--- src/rtl/dpot_pkg.sv ---
package dpot_pkg;
  localparam int OPC_W = 4;
  localparam int PTR_W = 2;

  typedef enum logic [3:0] {
    OP_NONE      = 4'd0,
    OP_RD_WIPER  = 4'd1,
    OP_WR_WIPER  = 4'd2,
    OP_RD_REG    = 4'd3,
    OP_WR_REG    = 4'd4,
    OP_REG2WIPER = 4'd5,
    OP_WIPER2REG = 4'd6,
    OP_STEP      = 4'd7,
    OP_STATUS    = 4'd8
  } req_op_e;

  typedef enum logic [2:0] {
    S_IDLE, S_ID, S_INSTR, S_WDATA, S_RDATA, S_STEP, S_SKIP
  } frame_st_e;

  function automatic req_op_e decode_opcode(input logic [OPC_W-1:0] opc);
    case (opc)
      4'b1001: return OP_RD_WIPER;
      4'b1010: return OP_WR_WIPER;
      4'b1011: return OP_RD_REG;
      4'b1100: return OP_WR_REG;
      4'b1101: return OP_REG2WIPER;
      4'b1110: return OP_WIPER2REG;
      4'b0010: return OP_STEP;
      4'b0101: return OP_STATUS;
      default: return OP_NONE;
    endcase
  endfunction

  function automatic logic touches_wiper(input req_op_e op);
    return op inside {OP_RD_WIPER, OP_WR_WIPER, OP_REG2WIPER, OP_WIPER2REG, OP_STEP};
  endfunction
endpackage

--- src/rtl/dpot_pin_sync.sv ---
module dpot_pin_sync (
  input  logic clk,
  input  logic rst,
  input  logic cs_n,
  input  logic sck,
  input  logic si,
  input  logic hold_n,
  output logic cs_hi,
  output logic cs_fall,
  output logic sck_rise,
  output logic sck_fall,
  output logic si_s,
  output logic paused
);
  logic cs_r, cs_d, sck_r, sck_d, hold_r;

  always_ff @(posedge clk) begin
    if (rst) begin
      cs_r   <= 1'b0;
      cs_d   <= 1'b0;
      sck_r  <= 1'b0;
      sck_d  <= 1'b0;
      si_s   <= 1'b0;
      hold_r <= 1'b1;
      paused <= 1'b0;
    end else begin
      cs_r   <= cs_n;
      cs_d   <= cs_r;
      sck_r  <= sck;
      sck_d  <= sck_r;
      si_s   <= si;
      hold_r <= hold_n;
      if (cs_r)        paused <= 1'b0;
      else if (!sck_r) paused <= !hold_r;
    end
  end

  assign cs_hi    = cs_r;
  assign cs_fall  = cs_d & !cs_r;
  assign sck_rise = sck_r & !sck_d & !paused & !cs_r;
  assign sck_fall = !sck_r & sck_d & !paused & !cs_r;
endmodule

--- src/rtl/dpot_frame_fsm.sv ---
module dpot_frame_fsm
  import dpot_pkg::*;
#(
  parameter int          BYTE_W  = 8,
  parameter logic [3:0]  ID_CODE = 4'b0101
) (
  input  logic              clk,
  input  logic              rst,
  input  logic              cs_hi,
  input  logic              cs_fall,
  input  logic              sck_rise,
  input  logic              si_s,
  input  logic [PTR_W-1:0]  addr,
  output logic              req_valid,
  output req_op_e           req_op,
  output logic [PTR_W-1:0]  req_reg,
  output logic [PTR_W-1:0]  req_bank,
  output logic [BYTE_W-1:0] req_data,
  output logic              req_up,
  output logic              tx_load,
  output logic              tx_status,
  output logic              out_phase
);
  localparam int CNT_W = $clog2(BYTE_W);

  frame_st_e          state;
  logic [CNT_W-1:0]   cnt;
  logic [BYTE_W-2:0]  rx;
  req_op_e            op_q;
  logic [PTR_W-1:0]   reg_q, bank_q;

  logic [BYTE_W-1:0]  byte_w;
  logic               done, id_ok, instr_ok;
  req_op_e            instr_op;

  assign byte_w = {rx, si_s};
  assign done   = (cnt == CNT_W'(BYTE_W-1));

  always_comb begin
    id_ok = (byte_w[BYTE_W-1 -: 4] == ID_CODE) &&
            (byte_w[BYTE_W-5:2*PTR_W-2] == '0) &&
            (byte_w[PTR_W-1:0] == addr);
    instr_op = decode_opcode(byte_w[BYTE_W-1 -: OPC_W]);
    instr_ok = (instr_op != OP_NONE) &&
               !(touches_wiper(instr_op) && (byte_w[PTR_W-1:0] != '0));
  end

  always_ff @(posedge clk) begin
    if (rst) begin
      state     <= S_IDLE;
      cnt       <= '0;
      rx        <= '0;
      op_q      <= OP_NONE;
      reg_q     <= '0;
      bank_q    <= '0;
      req_valid <= 1'b0;
      req_op    <= OP_NONE;
      req_reg   <= '0;
      req_bank  <= '0;
      req_data  <= '0;
      req_up    <= 1'b0;
      tx_load   <= 1'b0;
      tx_status <= 1'b0;
    end else begin
      req_valid <= 1'b0;
      tx_load   <= 1'b0;
      if (cs_hi) begin
        state <= S_IDLE;
        cnt   <= '0;
      end else if (cs_fall) begin
        state <= S_ID;
        cnt   <= '0;
      end else if (sck_rise) begin
        rx  <= byte_w[BYTE_W-2:0];
        cnt <= done ? '0 : cnt + 1'b1;
        if (state == S_STEP) begin
          req_valid <= 1'b1;
          req_op    <= OP_STEP;
          req_reg   <= reg_q;
          req_bank  <= bank_q;
          req_up    <= si_s;
        end else if (done) begin
          case (state)
            S_ID: state <= id_ok ? S_INSTR : S_SKIP;
            S_INSTR: begin
              op_q   <= instr_op;
              reg_q  <= byte_w[2*PTR_W-1 -: PTR_W];
              bank_q <= byte_w[PTR_W-1:0];
              if (!instr_ok) begin
                state <= S_SKIP;
              end else begin
                case (instr_op)
                  OP_WR_WIPER, OP_WR_REG: state <= S_WDATA;
                  OP_STEP:                state <= S_STEP;
                  default: begin
                    req_valid <= 1'b1;
                    req_op    <= instr_op;
                    req_reg   <= byte_w[2*PTR_W-1 -: PTR_W];
                    req_bank  <= byte_w[PTR_W-1:0];
                    if (instr_op inside {OP_RD_WIPER, OP_RD_REG, OP_STATUS}) begin
                      tx_load   <= 1'b1;
                      tx_status <= (instr_op == OP_STATUS);
                      state     <= S_RDATA;
                    end else begin
                      state <= S_SKIP;
                    end
                  end
                endcase
              end
            end
            S_WDATA: begin
              req_valid <= 1'b1;
              req_op    <= op_q;
              req_reg   <= reg_q;
              req_bank  <= bank_q;
              req_data  <= byte_w;
              state     <= S_SKIP;
            end
            S_RDATA: state <= S_SKIP;
            default: ;
          endcase
        end
      end
    end
  end

  assign out_phase = (state == S_RDATA);

  assert_wiper_bank0_R3: assert property (@(posedge clk) disable iff (rst)
    (req_valid && touches_wiper(req_op)) |-> (req_bank == '0));

  assert_single_strobe_R12: assert property (@(posedge clk) disable iff (rst)
    req_valid |=> !req_valid);

  assert_cs_abort_R11: assert property (@(posedge clk) disable iff (rst)
    cs_hi |=> (state == S_IDLE));
endmodule

--- src/rtl/dpot_so_shift.sv ---
module dpot_so_shift #(
  parameter int BYTE_W = 8
) (
  input  logic              clk,
  input  logic              rst,
  input  logic              cs_hi,
  input  logic              paused,
  input  logic              sck_fall,
  input  logic              load,
  input  logic              load_status,
  input  logic [BYTE_W-1:0] rd_data,
  input  logic              wip,
  input  logic              out_phase,
  output logic              so,
  output logic              so_oe
);
  logic [BYTE_W-1:0] tx;

  always_ff @(posedge clk) begin
    if (rst) begin
      tx    <= '0;
      so    <= 1'b0;
      so_oe <= 1'b0;
    end else begin
      so_oe <= out_phase & !cs_hi & !paused;
      if (load) begin
        tx <= load_status ? {{(BYTE_W-1){1'b0}}, wip} : rd_data;
      end else if (sck_fall && out_phase) begin
        so <= tx[BYTE_W-1];
        tx <= {tx[BYTE_W-2:0], 1'b0};
      end
    end
  end

  assert_so_on_fall_R4: assert property (@(posedge clk) disable iff (rst)
    !sck_fall |=> $stable(so));
endmodule

--- src/rtl/dpot_cmd_decoder.sv ---
module dpot_cmd_decoder
  import dpot_pkg::*;
#(
  parameter int         BYTE_W  = 8,
  parameter logic [3:0] ID_CODE = 4'b0101
) (
  input  logic              clk,
  input  logic              rst,
  input  logic              cs_n,
  input  logic              sck,
  input  logic              si,
  input  logic              hold_n,
  input  logic [1:0]        addr_pins,
  input  logic              wip,
  input  logic [BYTE_W-1:0] rd_data,
  output logic              so,
  output logic              so_oe,
  output logic              req_valid,
  output logic [3:0]        req_op,
  output logic [1:0]        req_reg,
  output logic [1:0]        req_bank,
  output logic [BYTE_W-1:0] req_data,
  output logic              req_up
);
  logic    cs_hi, cs_fall, sck_rise, sck_fall, si_s, paused;
  logic    tx_load, tx_status, out_phase;
  req_op_e op_s;

  dpot_pin_sync u_sync (
    .clk(clk), .rst(rst), .cs_n(cs_n), .sck(sck), .si(si), .hold_n(hold_n),
    .cs_hi(cs_hi), .cs_fall(cs_fall), .sck_rise(sck_rise), .sck_fall(sck_fall),
    .si_s(si_s), .paused(paused)
  );

  dpot_frame_fsm #(.BYTE_W(BYTE_W), .ID_CODE(ID_CODE)) u_fsm (
    .clk(clk), .rst(rst), .cs_hi(cs_hi), .cs_fall(cs_fall), .sck_rise(sck_rise),
    .si_s(si_s), .addr(addr_pins), .req_valid(req_valid), .req_op(op_s),
    .req_reg(req_reg), .req_bank(req_bank), .req_data(req_data), .req_up(req_up),
    .tx_load(tx_load), .tx_status(tx_status), .out_phase(out_phase)
  );

  dpot_so_shift #(.BYTE_W(BYTE_W)) u_so (
    .clk(clk), .rst(rst), .cs_hi(cs_hi), .paused(paused), .sck_fall(sck_fall),
    .load(tx_load), .load_status(tx_status), .rd_data(rd_data), .wip(wip),
    .out_phase(out_phase), .so(so), .so_oe(so_oe)
  );

  assign req_op = op_s;

  assert_pause_hiz_R8: assert property (@(posedge clk) disable iff (rst)
    (paused && $past(paused)) |-> !so_oe);
endmodule

--- config.mk ---
export PLATFORM = sky130hd
export DESIGN_NAME = dpot_cmd_decoder
export DESIGN_NICKNAME = d
export VERILOG_FILES = /design/src/rtl/dpot_pkg.sv /design/src/rtl/dpot_pin_sync.sv /design/src/rtl/dpot_frame_fsm.sv /design/src/rtl/dpot_so_shift.sv /design/src/rtl/dpot_cmd_decoder.sv
export SDC_FILE = /design/constraint.sdc
export NUM_CORES = 1
export LEC_CHECK = 0
export ABC_CLOCK_PERIOD_IN_PS = 4370
export BUFFER_PORTS_ARGS = -buffer_cell sky130_fd_sc_hd__buf_2
export CAP_MARGIN = 15
export CELL_PAD_IN_SITES_DETAIL_PLACEMENT = 1
export CELL_PAD_IN_SITES_GLOBAL_PLACEMENT = 1
export CORE_ASPECT_RATIO = 1.75
export CORE_MARGIN = 3
export CORE_UTILIZATION = 35
export CTS_BUF_LIST = sky130_fd_sc_hd__clkbuf_8
export DETAILED_ROUTE_END_ITERATION = 10
export MAX_ROUTING_LAYER = met4
export PLACE_DENSITY_LB_ADDON = 0.1
export SYNTH_ARGS = -nofsm -noshare
export SYNTH_HDL_FRONTEND = slang
export SYNTH_SLANG_ARGS = --single-unit
--- constraint.sdc ---
create_clock -name clk -period 4.37 [get_ports clk]
set_clock_uncertainty 0.15 [all_clocks]
set_input_delay 0 -clock clk [delete_from_list [all_inputs] [get_ports clk]]
set_output_delay 0 -clock clk [all_outputs]
set_load 0.05 [all_outputs]
==> impl_metrics.toml <==
[detailed_routing]
remaining_number_of_nets_flagged_by_the_antenna_check_after_routing = 0
drt_drc_violations_left = 0
post_drt_via_cell_ratio = 5.39
routedWlPerCell_um = 16.3
postRouteWirelength_mm = 7.42
drtPass1Iterations = 4
initialDrtViolationCount = 113
dr_total_vias = 2452

[cts]
cts.sinks = 62
cts_root_buffer = "clkbuf_8"
ctsLongestPathBuffers = 2
cts_buffers = 9
clkTransAtPathRegs_ns = 0.07
cts_htree_levels = 3
worst_skew_pair.late_latency_ns = 0.34
cts_tree = "built"

[setup_path]
timing.rr.start = "u_fsm.state[0]$_SDFFE_PP0P_"
required_ns = 4.49
crit_path_max_fanout = 23
r2r_cell_count = 4
endpoint_kind = "register"
r2r_setup_slk_ns = 1.75
cp-start-kind = "register"
cp.arrival_ns = 2.74
crit-reg2reg-capture = "u_so.so$_SDFFE_PP0P_"
timing_worst_setup_path_type = "register to register"

[sta]
totalNegativeSetupSlack_ns = 0
slew_headroom = 0.457
finalMaxSlewViolations = 0
finalSetupViolCount = 0
max_clock_freq_ghz = 0.381
layout_min_cycle_time_ns = 2.62
rsz0062_at_grt = "no"
tightestPinTransition_ns = 0.807
whs_ns = 0.0766
hold_viol_final = 0
fin_crit_sh = 0.600

[synth]
synth_top_flop_cell = "dfxtp_1"
ys_warn_count = 0
synthesis.area_mm2 = 0.00286
async_reset_ff_frac = 0
yosys_register_bits = 62
yosysSeqAreaShare = 0.434
synthDominantCellAreaShare = 0.434
syn_area_per_cell_um2 = 8.83
synth-edff-count = 0
synth_top_area_cell = "dfxtp_1"
synthDistinctLibCells = 58
postSynthNetCount = 343
post_synth_main_area_contributors = "dfxtp_1 43%, mux2i_1 7.7%, nand2_1 6.2%, a21oi_1 5.6%, nor2_1 2.5%"
post_synth_inst_count = 324

[global_route]
gr-total-overflow = 0
gr-usage-all-layers = 0.180
antenna_found_initial = 0
via_count_of_the_first_global_routing_pass = 2485
grt_first_pass_wirelength_mm = 12.5
grt_start_max_net_pins = 47

[floorplan]
floorplan.die.width_um = 74.3
die-area_mm2 = 0.00934
rows = 43
fp.coreArea_mm2 = 0.00796
start_util = 0.359
die-height_um = 126
floorplan.io_pins = 37

[placement]
place_area_mm2 = 0.00306
port_buffers = 36
place_hpwl_mm = 5.17
gp_congestion = 0.793

[outcome]
run_status = "finished, final reports clean"

[final_layout]
drive_gt1_frac = 0.186
postLayoutCellArea_mm2 = 0.00337
utilization = 0.423
finalNetCount = 381
antenna-diode-count = 0
syn_to_final_growth_pct = 17.7
largestRegisters = "u_fsm.req_data x8, u_so.tx x8, u_fsm.rx x7"

[run]
drv.max_cap_violation_count = 0

[worst_hold_path]
min-delay-start = "rst"
worstHoldPathCells = 3
timing.hold.worst_endpoint = "u_fsm.req_data[4]$_SDFFE_PP0P_"
min-delay-path-class = "primary input to register"

[pwr]
ir_drop_mv = 0.189
static-leakage-power_nw = 1.32
power-per-cell-area_mw_per_mm2 = 322
[power breakdown]
| group | internal, W | switching (W) | leakage [nW] | total (W) |
|---|---|---|---|---|
| clock | 0.000243 | 0.000208 | 0.0955 | 0.000451 |
| sequential | 0.000570 | 0.00000977 | 0.501 | 0.000580 |
| combinational | 0.0000245 | 0.0000296 | 0.724 | 0.0000540 |
[layer usage]
metal	global-route usage	wire length, µm	vias to the layer above
li1	-	-	1228
met1	0.210	3200	1166
met2	0.289	3840	46
met3	0.0394	216	12
met4	0.0786	160	0
met5	-	0	-
[Yosys cell counts (3+ instances only)]
library cell,count
a2111oi_0,4
a211oi_1,3
a21oi_1,32
a311o_1,5
buf_1,3
buf_6,3
clkbuf_1,17
dfxtp_1,62
inv_1,12
mux2i_1,22
nand2_1,47
nand2b_1,4
nand3_1,4
nand3b_1,4
nor2_1,19
nor2b_1,6
nor3_1,5
o21ai_0,14
o221ai_1,3
o22a_1,3
or3_1,3
or4_1,3
xor2_1,3
[cell type report]
cell class	instances	area (µm²)
clock buffers	12	165
clock inverters	2	8.76
flip-flops and latches	62	1240
multi-input cells	225	1460
fillers	956	4600
repair buffers	52	333
well taps	90	113
inverters	12	45.0
[layout by cell type (no fill, tap or decap), types with 2 or more instances in the layout]
master	count
mux2i_1	22
inv_1	13
nor4b_2	2
buf_2	36
ha_1	2
nand3b_1	4
nand4_1	2
o221ai_1	3
a31o_2	2
dfxtp_1	62
nor2_1	19
clkbuf_8	12
a311o_1	5
a21oi_1	32
a2111oi_0	4
or2_2	2
o22a_1	3
nand3_1	4
o21ai_0	14
o211ai_1	2
nor3_1	5
nand2b_1	4
a21boi_0	2
or3_1	3
a21o_1	2
nor2b_1	6
dlygate4sd3_1	13
a211oi_1	3
buf_4	2
or4_1	3
nand2_1	47
xor2_1	3
[kinds of logic after synthesis]
kind of cell / share of synthesized area
xor gates and xnor gates: 0.0123
DFF: 0.434
buffers and inverters: 0.0573
muxes: 0.0809
adders and majority gates: 0.00875
and+or+nand+nor: 0.203
AOI/OAI and AO/OA: 0.204
[what timing repair did]
action / 4_1_cts / 5_1_grt
resized for setup: 0 / 0
setup buffers: 0 / 0
hold endpoints to repair: 12 / 0
hold buffers: 13 / 0
[critical path: stages, from the launching register on]
cell and delay [ns]:
dfxtp_1 0.53, or3b_2 0.58, or4_1 0.73, or3b_1 0.43, a21oi_1 0.12
[stage by stage]
step	total power (W)	worst slack, ns	cells
2_1_floorplan	0.000621	2.08	324
3_3_place_gp	0.000638	1.71	427
3_5_place_dp	0.000639	1.64	427
4_1_cts	0.00111	1.64	454
5_1_grt	0.00114	1.62	455
6_report	0.00109	1.75	455
[worst max path at each step]
| stage | start | to | cells past startpoint |
|---|---|---|---|
| after floorplan | u_sync.cs_hi$_SDFF_PP0_ | u_fsm.tx_status$_SDFFE_PP0P_ | 7 |
| after global placement | u_sync.cs_hi$_SDFF_PP0_ | u_fsm.req_data[6]$_SDFFE_PP0P_ | 4 |
| after detailed placement | u_sync.cs_hi$_SDFF_PP0_ | u_fsm.req_data[1]$_SDFFE_PP0P_ | 4 |
| after CTS | u_sync.cs_hi$_SDFF_PP0_ | u_fsm.req_data[1]$_SDFFE_PP0P_ | 4 |
| after global routing | u_fsm.state[0]$_SDFFE_PP0P_ | u_so.so$_SDFFE_PP0P_ | 4 |
| final | u_fsm.state[0]$_SDFFE_PP0P_ | u_so.so$_SDFFE_PP0P_ | 4 |
Note: power is estimated with default switching activity, not from simulation.
